[config.mk]
export PLATFORM = sky130hd
export DESIGN_NAME = valley_target_sel
export DESIGN_NICKNAME = d
export VERILOG_FILES = /design/src/rtl/vts_pkg.sv /design/src/rtl/vts_line_hyst.sv /design/src/rtl/vts_window.sv /design/src/rtl/vts_valley_reg.sv /design/src/rtl/valley_target_sel.sv
export SDC_FILE = /design/constraint.sdc
export NUM_CORES = 1
export LEC_CHECK = 0
export BUFFER_PORTS_ARGS = -buffer_cell sky130_fd_sc_hd__buf_4
export CAP_MARGIN = 30
export CORE_MARGIN = 1.5
export CORE_UTILIZATION = 35
export CTS_CLUSTER_DIAMETER = 30
export DETAILED_ROUTE_END_ITERATION = 16
export PLACE_DENSITY = 0.5
export SLEW_MARGIN = 15
export SYNTH_ARGS = -nofsm -noshare
export SYNTH_HDL_FRONTEND = slang
export SYNTH_SLANG_ARGS = --single-unit
[constraint.sdc]
create_clock -name clk -period 3 [get_ports clk]
set_input_delay 0.45 -clock clk [delete_from_list [all_inputs] [get_ports clk]]
set_output_delay 0.45 -clock clk [all_outputs]
set_load 0.01 [all_outputs]
[src/rtl/vts_pkg.sv]
package vts_pkg;

    typedef enum logic [1:0] {
        ACT_HOLD = 2'd0,
        ACT_UP   = 2'd1,
        ACT_DOWN = 2'd2,
        ACT_ONE  = 2'd3
    } vts_act_e;

    // Priority: forced reload, then window-end decision, otherwise hold.
    function automatic vts_act_e decide(input logic force_one,
                                        input logic win_end,
                                        input logic seen_low,
                                        input logic seen_high);
        vts_act_e act;
        if (force_one)       act = ACT_ONE;
        else if (!win_end)   act = ACT_HOLD;
        else if (seen_high)  act = ACT_DOWN;
        else if (seen_low)   act = ACT_HOLD;
        else                 act = ACT_UP;
        return act;
    endfunction

endpackage

[src/rtl/vts_line_hyst.sv]
module vts_line_hyst (
    input  logic clk,
    input  logic rst_n,
    input  logic above_hi_i,
    input  logic below_lo_i,
    output logic high_line_o
);
    typedef struct packed {
        logic high_line;
    } st_t;

    st_t st_d, st_q;

    always_comb begin
        st_d = st_q;
        if (above_hi_i)      st_d.high_line = 1'b1;
        else if (below_lo_i) st_d.high_line = 1'b0;
    end

    always_ff @(posedge clk or negedge rst_n) begin
        if (!rst_n) st_q <= '0;
        else        st_q <= st_d;
    end

    assign high_line_o = st_q.high_line;

    // upper line flag selects the high-line pair next cycle
    a_r8_line_set: assert property (@(posedge clk) disable iff (!rst_n)
        above_hi_i |=> high_line_o);
    // lower line flag alone returns to the low-line pair
    a_r8_line_clear: assert property (@(posedge clk) disable iff (!rst_n)
        (below_lo_i && !above_hi_i) |=> !high_line_o);
    // no flag, no change
    a_r8_line_hold: assert property (@(posedge clk) disable iff (!rst_n)
        (!below_lo_i && !above_hi_i) |=> $stable(high_line_o));
endmodule

[src/rtl/vts_window.sv]
module vts_window #(
    parameter int WIN_CYCLES = 2400000
) (
    input  logic clk,
    input  logic rst_n,
    input  logic restart_i,
    input  logic fb_low_i,
    input  logic fb_high_i,
    output logic win_end_o,
    output logic seen_low_o,
    output logic seen_high_o
);
    localparam int CNT_W = (WIN_CYCLES > 2) ? $clog2(WIN_CYCLES) : 1;
    localparam logic [CNT_W-1:0] LAST = CNT_W'(WIN_CYCLES - 1);

    typedef struct packed {
        logic [CNT_W-1:0] cnt;
        logic             low_seen;
        logic             high_seen;
    } st_t;

    st_t  st_d, st_q;
    logic at_last;

    assign at_last     = (st_q.cnt == LAST);
    // The current sample belongs to the window, so fold it in directly.
    assign seen_low_o  = st_q.low_seen  | fb_low_i;
    assign seen_high_o = st_q.high_seen | fb_high_i;
    assign win_end_o   = at_last;

    always_comb begin
        st_d = st_q;
        if (restart_i || at_last) begin
            st_d.cnt       = '0;
            st_d.low_seen  = 1'b0;
            st_d.high_seen = 1'b0;
        end else begin
            st_d.cnt       = st_q.cnt + 1'b1;
            st_d.low_seen  = seen_low_o;
            st_d.high_seen = seen_high_o;
        end
    end

    always_ff @(posedge clk or negedge rst_n) begin
        if (!rst_n) st_q <= '0;
        else        st_q <= st_d;
    end

    // a restart empties the window state
    a_r6_restart_clears: assert property (@(posedge clk) disable iff (!rst_n)
        restart_i |=> (st_q.cnt == '0 && !st_q.low_seen && !st_q.high_seen));
    // the window wraps after its last cycle
    a_r2_window_wrap: assert property (@(posedge clk) disable iff (!rst_n)
        win_end_o |=> (st_q.cnt == '0));
endmodule

[src/rtl/vts_valley_reg.sv]
module vts_valley_reg
    import vts_pkg::*;
#(
    parameter int VAL_W   = 3,
    parameter int VAL_MIN = 1,
    parameter int VAL_MAX = 7
) (
    input  logic             clk,
    input  logic             rst_n,
    input  logic             force_one_i,
    input  logic             win_end_i,
    input  logic             seen_low_i,
    input  logic             seen_high_i,
    output logic [VAL_W-1:0] valley_o
);
    localparam logic [VAL_W-1:0] VMIN = VAL_W'(VAL_MIN);
    localparam logic [VAL_W-1:0] VMAX = VAL_W'(VAL_MAX);

    typedef struct packed {
        logic [VAL_W-1:0] val;
    } st_t;

    st_t      st_d, st_q;
    vts_act_e act;

    always_comb begin
        act  = decide(force_one_i, win_end_i, seen_low_i, seen_high_i);
        st_d = st_q;
        case (act)
            ACT_ONE:  st_d.val = VMIN;
            ACT_UP:   if (st_q.val < VMAX) st_d.val = st_q.val + 1'b1;
            ACT_DOWN: if (st_q.val > VMIN) st_d.val = st_q.val - 1'b1;
            default:  st_d.val = st_q.val;
        endcase
    end

    always_ff @(posedge clk or negedge rst_n) begin
        if (!rst_n) st_q.val <= VMIN;
        else        st_q     <= st_d;
    end

    assign valley_o = st_q.val;

    // target stays in range
    a_r9_range: assert property (@(posedge clk) disable iff (!rst_n)
        (valley_o >= VMIN) && (valley_o <= VMAX));
    // at most one step per edge unless reloaded to the minimum
    a_r5_single_step: assert property (@(posedge clk) disable iff (!rst_n)
        !$stable(valley_o) |-> (valley_o == VMIN ||
                                valley_o == $past(valley_o) + 1'b1 ||
                                valley_o == $past(valley_o) - 1'b1));
endmodule

[src/rtl/valley_target_sel.sv]
module valley_target_sel #(
    parameter int WIN_CYCLES = 2400000,
    parameter int VAL_W      = 3,
    parameter int VAL_MIN    = 1,
    parameter int VAL_MAX    = 7
) (
    input  logic             clk,
    input  logic             rst_n,
    input  logic             fb_above_low_i,
    input  logic             fb_above_high_i,
    input  logic             fb_above_reset_i,
    input  logic             line_above_hi_i,
    input  logic             line_below_lo_i,
    input  logic             burst_exit_i,
    output logic             high_line_o,
    output logic [VAL_W-1:0] valley_o
);
    logic force_one;
    logic win_end;
    logic seen_low;
    logic seen_high;

    assign force_one = fb_above_reset_i | burst_exit_i;

    vts_line_hyst u_line (
        .clk         (clk),
        .rst_n       (rst_n),
        .above_hi_i  (line_above_hi_i),
        .below_lo_i  (line_below_lo_i),
        .high_line_o (high_line_o)
    );

    vts_window #(.WIN_CYCLES(WIN_CYCLES)) u_win (
        .clk         (clk),
        .rst_n       (rst_n),
        .restart_i   (force_one),
        .fb_low_i    (fb_above_low_i),
        .fb_high_i   (fb_above_high_i),
        .win_end_o   (win_end),
        .seen_low_o  (seen_low),
        .seen_high_o (seen_high)
    );

    vts_valley_reg #(.VAL_W(VAL_W), .VAL_MIN(VAL_MIN), .VAL_MAX(VAL_MAX)) u_val (
        .clk         (clk),
        .rst_n       (rst_n),
        .force_one_i (force_one),
        .win_end_i   (win_end),
        .seen_low_i  (seen_low),
        .seen_high_i (seen_high),
        .valley_o    (valley_o)
    );

    // fast-reset threshold forces the minimum next edge
    a_r6_reset_to_min: assert property (@(posedge clk) disable iff (!rst_n)
        fb_above_reset_i |=> (valley_o == VAL_W'(VAL_MIN)));
    // leaving burst forces the minimum next edge
    a_r7_burst_exit_min: assert property (@(posedge clk) disable iff (!rst_n)
        burst_exit_i |=> (valley_o == VAL_W'(VAL_MIN)));
    // target moves only at a window end or on a forced reload
    a_r2_change_at_end: assert property (@(posedge clk) disable iff (!rst_n)
        !(win_end || force_one) |=> $stable(valley_o));
    // dead band holds the target
    a_r3_dead_band_hold: assert property (@(posedge clk) disable iff (!rst_n)
        (win_end && seen_low && !seen_high && !force_one) |=> $stable(valley_o));
endmodule

==> results of run 1 <==
## metal layers
layer	routed length (microns)	vias up	GRT usage	share of wire
met4	14	0	0.02397	0.0044
met2	1413	15	0.2115	0.45
met5	0	-	0	0
met3	114	2	0.03801	0.036
met1	1631	566	0.1833	0.51
li1	-	580	-	-
## worst register-to-register path, delay by kind of cell (launching register included)
family	cells	cell delay [ps]
compound gates	5	970
fa+ha+maj	1	200
flops	1	380
simple gates	3	1300
## sequential cells by signal (all words and copies together), names as in the netlist
name	count
u_line.high_line_o	1
u_win.st_q	24
u_val.valley_o	3
## timing repair
action | CTS | global route
resized for setup | 0 | 6
setup buffers | 0 | 1
endpoints found under the setup margin | 0 | 3
## worst paths after layout
check                                           to  slack [ps]  cells past startpoint
worst min register to register  u_line.high_line_o         490                      1
min in group clk                u_line.high_line_o         350                      2
worst max-delay path             u_val.valley_o[0]          90                      9
worst max register to register   u_val.valley_o[0]          90                      9
worst min-delay path                u_win.st_q[13]          80                      1
max in group asynchronous        u_val.valley_o[0]        2600                      1
## cells by family (layout without fill, tap and decap cells)
family                   after synthesis  count (layout)  synth area share
AND/OR/NAND/NOR                       66              66            0.2379
multiplexers                           3               3           0.01969
XOR/XNOR                              14              14           0.08040
buffers and inverters                 11              34           0.03200
AO/OA/AOI/OAI                         22              22            0.1124
adder cells (fa/ha/maj)                7               7           0.05742
flip-flops                            28              28            0.4602
## power groups by stage
stage	logic [mW]	registers (mW)	clock network, mW
final	0.0711	0.392	0.215
after global routing	0.0794	0.393	0.241
after CTS	0.0653	0.392	0.225
after detailed placement	0.0649	0.400	0
after global placement	0.0629	0.399	0
after floorplan	0.0324	0.400	0
## layout by cell type (no fill, tap or decap), types with 4 or more instances in the layout
master,count
sky130_fd_sc_hd__nor3_1,6
sky130_fd_sc_hd__nor2_1,23
sky130_fd_sc_hd__inv_1,10
sky130_fd_sc_hd__dfrtp_1,27
sky130_fd_sc_hd__nor4_1,4
sky130_fd_sc_hd__buf_4,20
sky130_fd_sc_hd__nand3_1,7
sky130_fd_sc_hd__ha_1,7
sky130_fd_sc_hd__a21oi_1,4
sky130_fd_sc_hd__nand2_1,6
sky130_fd_sc_hd__xnor2_1,13
## final cells by class
class | count | share of cell area
sequential | 28 | 0.3912
inverter | 10 | 0.02092
timing repair buffer | 20 | 0.08368
multi-input combinational | 112 | 0.4442
tap | 50 | 0.03487
clock buffer | 4 | 0.02510
==> summary.txt, run 1 <==
================================================================================
Combinational fraction of design power ............................        0.105
Synthesized cell area ............................................. 0.001525 sq mm
Number of placement rows ..........................................           23
Quantity of hold-fixing buffers added after cts ...................            0
Post-route insts no fill ..........................................          224
Required time at the endpoint of the critical path ................      3210 ps
Sequential share of power .........................................        0.578
Worst slack at placement ..........................................     44.66 ps
Net total in the final layout .....................................          190
Share of the synthesized area in the top cell type ................       0.4430
Die ar. ........................................................... 0.004763 sq mm
Inserted Clock Buffers ............................................            3
Worst ir drop on vdd ..............................................    0.3018 mV
Longest Clk Path Bufs .............................................            2
Gp weighted congestion ............................................       0.7910
Register cell area after layout ...................................  701.9 sq um
Via-to-Cell Ratio .................................................        5.192
YS warnings .......................................................            0
Internal power summed over all cells ..............................    0.5114 mW
Die boundary width ................................................ 69.02 microns
Power density over the cells ...................................... 378.2 mW/mm^2
Number of endpoints with negative hold slack in the final report ..            0
CTS Root Cell ..................................................... sky130_fd_sc_hd__clkbuf_8
Wire length per cell .............................................. 14.17 microns
Switch Pwr ........................................................    0.1672 mW
Max-cap violations ................................................            0
Final wirelength ..................................................     3.173 mm
Detail Route Antenna Nets .........................................            0
Initial core utilization ..........................................       0.3732
Final Critical Period .............................................      2906 ps
Pin count of the biggest net entering global routing ..............           29
Total grt overflow ................................................            0
Buffers on Ports ..................................................           11
Clk slew on worst S/H paths .......................................       100 ps
Worst hold slack ..................................................     79.75 ps
Data arrival, critical path .......................................      3110 ps
Worst path buffer plus inverter count .............................            0
Dominant cell by count in the synthesized netlist ................. sky130_fd_sc_hd__dfrtp_1
CP peak stage delay ...............................................       510 ps
CP startpoint kind ................................................    flip-flop
DRC violation total after the first TritonRoute iteration .........           39
Fraction of layout instances using a drive strength above 1 .......       0.2184
Worst slew margin relative to its limit ...........................       0.5217
Number of enable-type register cells in the synthesized netlist ...            0
Path category of the worst min-delay check ........................  in -> async
CTS tree ..........................................................          yes
Worst setup path class ............................................   reg -> reg
Slowest cell on the critical path ................................. sky130_fd_sc_hd__or4b_1
Area contributors post-synth ...................................... sky130_fd_sc_hd__dfrtp_1, sky130_fd_sc_hd__xnor2_1, sky130_fd_sc_hd__nor2_1
First-pass GRT wire length ........................................     5.278 mm
Mean instance size in the synthesized netlist .....................  10.10 sq um
Antenna violations before repair ..................................            0
Worst reg2reg startpoint .......................................... u_win.st_q[10]
Multi-input gate area in the final layout .........................  797.0 sq um
Portion of the post-synthesis area used by sequential elements ....       0.4602
Antenna diode instance count ......................................            0
Net switching fraction of the power ...............................       0.2463
Max-slew violation total from the final report ....................            0
Worst setup path startpoint ....................................... u_win.st_q[10]
Clock network power share .........................................        0.317
Vias in the first global route ....................................         1126
Net Count, Synth ..................................................          166
Post-layout power .................................................    0.6786 mW
Layout filler cell count ..........................................          405
Largest fanout on the critical path ...............................            6
Biggest area consumer among synthesized cells ..................... sky130_fd_sc_hd__dfrtp_1
Cell family contributing the most delay on the critical path ...... simple AND/OR/NAND/NOR gates
Worst slew pin tran ...............................................     711.6 ps
Placement-stage cell area ......................................... 0.001719 sq mm
GRT Resource Usage Total ..........................................       0.1334
Chip height ....................................................... 69.02 microns
Number of ports placed on the die boundary ........................           12
# setup viols final ...............................................            0
Post-layout instance area ......................................... 0.001794 sq mm
Capturing element type of the critical path .......................    flip-flop
Part of the cycle the worst path needs ............................       0.9687
Cells traversed along the worst timing path ....................... or4b_1 -> or4_4 -> or2_4 -> o21a_1 -> ha_1 -> a41o_1 -> a31o_4 -> a211oi_2 -> a21oi_1
Area growth from synthesis to layout ..............................       17.64%
Core Util, Final ..................................................       0.4391
HPWL after detailed placement .....................................     2.278 mm
Post-Route Setup TNS ..............................................         0 ps
Final worst-path setup slack ......................................     94.05 ps
Top cells by instance count after synthesis ....................... sky130_fd_sc_hd__dfrtp_1, sky130_fd_sc_hd__nor2_1, sky130_fd_sc_hd__xnor2_1, sky130_fd_sc_hd__inv_1
Peak Freq .........................................................    344.1 MHz
Synthesized flop and latch total ..................................           28
Unique cell type count in the Yosys netlist .......................           40
Residual DRC ......................................................            0
Pre-Repair DR Iteration Count .....................................            4
Core outline area ................................................. 0.004086 sq mm
Post-Route Skew ...................................................     4.842 ps
Share of async-settable or async-resettable flops after synthesis .        1.000
Post-Synthesis Cells ..............................................          151
Clock network latency to the later pin of the worst-skew pair .....       270 ps
Most used flip-flop cell after synthesis .......................... sky130_fd_sc_hd__dfrtp_1
Number of sinks handled by clock tree synthesis ...................           28
# H-tree levels ...................................................            1
Vias ..............................................................         1163
Status ............................................................ complete, no violations
Placed Cells ......................................................          219
Leakage power total ...............................................    0.7490 nW
================================================================================
No activity file was read; power rests on OpenSTA's default activity.
==> inputs of run 2 (changes only) <==
--- a/config.mk
+++ b/config.mk
@@ -12,6 +12,7 @@
 export CTS_CLUSTER_DIAMETER = 30
 export DETAILED_ROUTE_END_ITERATION = 16
 export PLACE_DENSITY = 0.5
+export RECOVER_POWER = 25
 export SLEW_MARGIN = 15
 export SYNTH_ARGS = -nofsm -noshare
 export SYNTH_HDL_FRONTEND = slang
==> summary.txt, run 2 (same netlist as run 1, synthesis figures left out) <==
===============================================================================
Status ........................................................... finished with violations
Violated checks .................................................. max-capacitance violations, max-slew violations
Path category of the worst min-delay check .......................    in -> reg
Commonest non-fill, non-tap cells in the layout .................. sky130_fd_sc_hd__dfrtp_1, sky130_fd_sc_hd__nor2_1, sky130_fd_sc_hd__buf_4
Residual DRC .....................................................            0   unchanged
Number of placement rows .........................................           23   unchanged
Chip height ...................................................... 69.02 microns   unchanged
Gp weighted congestion ...........................................       0.7910   unchanged
GRT Resource Usage Total .........................................       0.1334   unchanged
Peak Freq ........................................................    344.1 MHz   unchanged
Total grt overflow ...............................................            0   unchanged
Worst slew margin relative to its limit ..........................     -0.02992   -0.5516
First-pass GRT wire length .......................................     5.278 mm   unchanged
Pre-Repair DR Iteration Count ....................................            4   unchanged
Worst ir drop on vdd .............................................    0.3018 mV   about the same
Leakage power total ..............................................    0.7454 nW   -0.48%
Die boundary width ............................................... 69.02 microns   unchanged
Clock network latency to the later pin of the worst-skew pair ....       270 ps   about the same
# H-tree levels ..................................................            1   unchanged
Area growth from synthesis to layout .............................       17.39%
Wire length per cell ............................................. 14.17 microns   unchanged
Data arrival, critical path ......................................      3110 ps   about the same
Core outline area ................................................ 0.004086 sq mm   unchanged
Power density over the cells ..................................... 378.6 mW/mm^2   +0.12%
Worst setup path class ...........................................   reg -> reg
Register cell area after layout ..................................  701.9 sq um   unchanged
Die ar. .......................................................... 0.004763 sq mm   unchanged
HPWL after detailed placement ....................................     2.278 mm   unchanged
Core Util, Final .................................................       0.4382   -0.0009180
Net total in the final layout ....................................          190   unchanged
Via-to-Cell Ratio ................................................        5.192   unchanged
# setup viols final ..............................................            0   unchanged
Capturing element type of the critical path ......................    flip-flop
Vias .............................................................         1163   unchanged
Required time at the endpoint of the critical path ...............      3210 ps   about the same
Final Critical Period ............................................      2906 ps   unchanged
CP startpoint kind ...............................................    flip-flop
CTS Root Cell .................................................... sky130_fd_sc_hd__clkbuf_8
Fraction of layout instances using a drive strength above 1 ......       0.2126   -0.005747
Antenna violations before repair .................................            0   unchanged
Antenna diode instance count .....................................            0   unchanged
Vias in the first global route ...................................         1126   unchanged
Part of the cycle the worst path needs ...........................       0.9687   unchanged
Worst slew pin tran ..............................................      1545 ps   +833.3 ps
Max-cap violations ...............................................            1   +1
Largest register by flop count ...................................   u_win.st_q
Quantity of hold-fixing buffers added after cts ..................            0   unchanged
Max-slew violation total from the final report ...................           29   +29
Detail Route Antenna Nets ........................................            0   unchanged
Largest fanout on the critical path ..............................            6   unchanged
Number of ports placed on the die boundary .......................           12   unchanged
Pin count of the biggest net entering global routing .............           29   unchanged
Layout filler cell count .........................................          406   +0.25%
Initial core utilization .........................................       0.3732   unchanged
Multi-input gate area in the final layout ........................  797.0 sq um   unchanged
DRC violation total after the first TritonRoute iteration ........           39   unchanged
Commonest non-fill, non-tap cell in the layout ................... sky130_fd_sc_hd__dfrtp_1
Post-Route Skew ..................................................     4.842 ps   unchanged
Clk slew on worst S/H paths ......................................        90 ps   about the same
Number of endpoints with negative hold slack in the final report .            0   unchanged
Buffers on Ports .................................................           11   unchanged
CTS tree .........................................................          yes
Final wirelength .................................................     3.173 mm   unchanged
Number of sinks handled by clock tree synthesis ..................           28   unchanged
Longest Clk Path Bufs ............................................            2   unchanged
Inserted Clock Buffers ...........................................            3   unchanged
Flip-flop count of the largest register after layout .............           24   unchanged
Worst hold slack .................................................     348.0 ps   +268.3 ps
===============================================================================
## run 2: cell types whose count changed in the layout (fill, tap and decap cells not counted), sizes merged
cell	before	now
buf	20	19
clkbuf	4	5
## run 2: layout make-up
cell class                 count  share of cell area
timing repair buffer          20             0.08176
tap                           50             0.03494
clock buffer                   4             0.02516
sequential                    28              0.3920
inverter                      10             0.02096
multi-input combinational    112              0.4451
## run 2: report_power, final
part | leakage, nW | switching, mW | internal [mW] | total (mW)
logic | 0.341 | 0.0405 | 0.0299 | 0.0704
clock network | 0.0228 | 0.120 | 0.0953 | 0.215
registers | 0.382 | 0.00675 | 0.386 | 0.392
total | 0.745 | 0.167 | 0.511 | 0.678
## run 2: per-layer routing
metal,GRT usage,vias to the layer above,part of all wire
met5,0,-,0
met4,0.02397,0,0.0044
met3,0.03801,2,0.036
met2,0.2115,15,0.45
met1,0.1833,566,0.51
li1,-,580,-
## run 2: repair_timing
action                                  in CTS  in global routing
endpoints found under the setup margin       0                  3
gates resized for setup                      0                  6
buffers inserted                             0                  1
## run 2: critical path, stage by stage, from the launching register on
cell,delay (ps)
sky130_fd_sc_hd__dfrtp_1,380
sky130_fd_sc_hd__or4b_1,510
sky130_fd_sc_hd__or4_4,510
sky130_fd_sc_hd__or2_4,270
sky130_fd_sc_hd__o21a_1,210
sky130_fd_sc_hd__ha_1,200
sky130_fd_sc_hd__a41o_1,260
sky130_fd_sc_hd__a31o_4,240
sky130_fd_sc_hd__a211oi_2,200
sky130_fd_sc_hd__a21oi_1,60
## run 2: path summary, 6_finish.rpt
check                                   startpoint            endpoint  depth (start not counted)  slack [ps]
worst max-delay path                u_win.st_q[10]   u_val.valley_o[0]                          9          90
worst min-delay path               line_above_hi_i  u_line.high_line_o                          2         350
worst max register to register      u_win.st_q[10]   u_val.valley_o[0]                          9          90
worst min register to register  u_line.high_line_o  u_line.high_line_o                          1         490
max in group asynchronous                    rst_n   u_val.valley_o[1]                          1        1570
min in group asynchronous                    rst_n      u_win.st_q[12]                          1         540
## run 2: stage by stage
stage                     instance area [sq um]  power, mW  setup TNS [ps]  cells  setup slack (ps)
after global routing                       1790     0.7131          -2.221    224            -2.221
after floorplan                            1525     0.4326               0    151             128.3
final                                      1790     0.6779               0    224             94.05
after global placement                     1719     0.4622               0    219             135.6
after detailed placement                   1719     0.4644               0    219             44.66
after CTS                                  1764     0.6822               0    223             21.68
==> inputs of run 3 (changes only) <==
--- a/config.mk
+++ b/config.mk
@@ -12,7 +12,7 @@
 export CTS_CLUSTER_DIAMETER = 30
 export DETAILED_ROUTE_END_ITERATION = 16
 export PLACE_DENSITY = 0.5
-export RECOVER_POWER = 25
+export RECOVER_POWER = 100
 export SLEW_MARGIN = 15
 export SYNTH_ARGS = -nofsm -noshare
 export SYNTH_HDL_FRONTEND = slang
==> summary.txt, run 3 (same netlist as run 1, synthesis figures left out) <==
===============================================================================
Status ........................................................... finished with violations
Violated checks .................................................. max-capacitance violations, max-slew violations
Inserted Clock Buffers ...........................................            3   unchanged
Largest register by flop count ...................................   u_win.st_q
Chip height ...................................................... 69.02 microns   unchanged
Pin count of the biggest net entering global routing .............           29   unchanged
Final Critical Period ............................................      2886 ps   -19.60 ps
Number of sinks handled by clock tree synthesis ..................           28   unchanged
Initial core utilization .........................................       0.3732   unchanged
Number of endpoints with negative hold slack in the final report .            0   unchanged
Quantity of hold-fixing buffers added after cts ..................            0   unchanged
CP peak stage delay ..............................................       520 ps   about the same
Required time at the endpoint of the critical path ...............      3210 ps   about the same
CTS Root Cell .................................................... sky130_fd_sc_hd__clkbuf_8
Max-cap violations ...............................................            1   unchanged
Leakage power total ..............................................    0.7159 nW   -3.9%
Worst slew margin relative to its limit ..........................     -0.03640   -0.006480
Core outline area ................................................ 0.004086 sq mm   unchanged
# setup viols final ..............................................            0   unchanged
Path category of the worst min-delay check .......................    in -> reg
Largest fanout on the critical path ..............................            6   unchanged
Pre-Repair DR Iteration Count ....................................            4   unchanged
Number of placement rows .........................................           23   unchanged
Longest Clk Path Bufs ............................................            2   unchanged
Worst hold slack .................................................     347.9 ps   -0.06900 ps
Wire length per cell ............................................. 14.16 microns   about the same
HPWL after detailed placement ....................................     2.278 mm   unchanged
Power density over the cells ..................................... 386.8 mW/mm^2   +2.2%
# H-tree levels ..................................................            1   unchanged
CTS tree .........................................................          yes
Max-slew violation total from the final report ...................           29   unchanged
Area growth from synthesis to layout .............................       14.19%
Net total in the final layout ....................................          190   unchanged
Flip-flop count of the largest register after layout .............           24   unchanged
Residual DRC .....................................................            0   unchanged
First-pass GRT wire length .......................................     5.278 mm   unchanged
Total grt overflow ...............................................            0   unchanged
Commonest non-fill, non-tap cell in the layout ................... sky130_fd_sc_hd__dfrtp_1
Data arrival, critical path ......................................      3090 ps   -20 ps
Fraction of layout instances using a drive strength above 1 ......       0.1552   -0.05747
Post-Route Skew ..................................................     4.537 ps   -0.3045 ps
Antenna diode instance count .....................................            0   unchanged
Commonest non-fill, non-tap cells in the layout .................. sky130_fd_sc_hd__dfrtp_1, sky130_fd_sc_hd__nor2_1, sky130_fd_sc_hd__buf_4
Peak Freq ........................................................    346.5 MHz   +0.68%
DRC violation total after the first TritonRoute iteration ........           44   +13%
Clock network latency to the later pin of the worst-skew pair ....       270 ps   about the same
Number of ports placed on the die boundary .......................           12   unchanged
Buffers on Ports .................................................           11   unchanged
CP startpoint kind ...............................................    flip-flop
Clk slew on worst S/H paths ......................................        90 ps   about the same
Detail Route Antenna Nets ........................................            0   unchanged
Via-to-Cell Ratio ................................................        5.179   -0.26%
Die boundary width ............................................... 69.02 microns   unchanged
Final wirelength .................................................     3.171 mm   about the same
Setup repair after global routing missed its margin ..............        false
Vias in the first global route ...................................         1126   unchanged
Capturing element type of the critical path ......................    flip-flop
Antenna violations before repair .................................            0   unchanged
Worst setup path class ...........................................   reg -> reg
Die ar. .......................................................... 0.004763 sq mm   unchanged
Part of the cycle the worst path needs ...........................       0.9621   -0.006534
Worst slew pin tran ..............................................      1555 ps   +9.720 ps
Gp weighted congestion ...........................................       0.7910   unchanged
Slowest cell on the critical path ................................ sky130_fd_sc_hd__or4b_1
Cells traversed along the worst timing path ...................... or4b_1 -> or4_1 -> or2_4 -> o21a_1 -> ha_1 -> a41o_1 -> a31o_4 -> a211oi_2 -> a21oi_1
GRT Resource Usage Total .........................................       0.1334   unchanged
Post-Route Setup TNS .............................................         0 ps   unchanged
Worst ir drop on vdd .............................................    0.2998 mV   -0.67%
Vias .............................................................         1160   -0.26%
===============================================================================
[run 3: cell count changes in the layout (fill, tap and decap cells not counted), moves of 2 or more]
| cell | previous run | this run |
|---|---|---|
| sky130_fd_sc_hd__buf_4 | 19 | 15 |
| sky130_fd_sc_hd__clkbuf_1 | 2 | 6 |
| sky130_fd_sc_hd__nor4_1 | 4 | 6 |
| sky130_fd_sc_hd__nor4_2 | 2 | 0 |
[run 3: area by class of cell]
class / instances / area, sq um
multi-input cells: 112 / 763.2
clock buffers: 4 / 45.04
inverters: 10 / 37.54
flip-flops and latches: 28 / 701.9
well taps: 50 / 62.56
repair buffers: 20 / 131.4
fillers: 414 / 2345
[run 3: repair_timing]
item | in CTS | in global routing
hold endpoints to repair | 0 | 0
buffers inserted | 0 | 1
resized for setup | 0 | 6
setup endpoints to repair | 0 | 3
[run 3: metrics by stage]
step | setup WS (ps) | total power [mW] | cells | cell area (sq um) | utilization
3_3_place_gp | 135.6 | 0.4622 | 219 | 1719 | 0.4207
4_1_cts | 21.68 | 0.6822 | 223 | 1764 | 0.4317
5_1_grt | 6.348 | 0.7098 | 224 | 1742 | 0.4262
3_5_place_dp | 44.66 | 0.4644 | 219 | 1719 | 0.4207
2_1_floorplan | 128.3 | 0.4326 | 151 | 1525 | -
6_report | 113.7 | 0.6736 | 224 | 1742 | 0.4262
[run 3: worst paths after layout]
kind / startpoint / end / slack (ps) / cells after the start
worst min register to register: u_line.high_line_o / u_line.high_line_o / 490 / 1
min in group asynchronous: rst_n / u_win.st_q[13] / 540 / 1
worst max register to register: u_win.st_q[15] / u_val.valley_o[0] / 110 / 9
worst max-delay path: u_win.st_q[15] / u_val.valley_o[0] / 110 / 9
max in group asynchronous: rst_n / u_val.valley_o[1] / 1560 / 1
worst min-delay path: line_above_hi_i / u_line.high_line_o / 350 / 2
[run 3: per-layer routing]
| layer | track usage | share of wire |
|---|---|---|
| met5 | 0 | 0 |
| met4 | 0.02397 | 0.0044 |
| met3 | 0.03801 | 0.032 |
| met2 | 0.2115 | 0.45 |
| met1 | 0.1833 | 0.51 |
[run 3: power by group]
part           internal, mW  switching (mW)
logic                0.0276          0.0402
registers             0.385         0.00672
clock network        0.0953           0.119
[run 3: worst max-delay path, delay by kind of cell (launching register included)]
| kind | cells | cell delay, ps |
|---|---|---|
| AOI/OAI and AO/OA | 5 | 970 |
| DFF | 1 | 420 |
| adders and majority gates | 1 | 200 |
| and+or+nand+nor | 3 | 1240 |
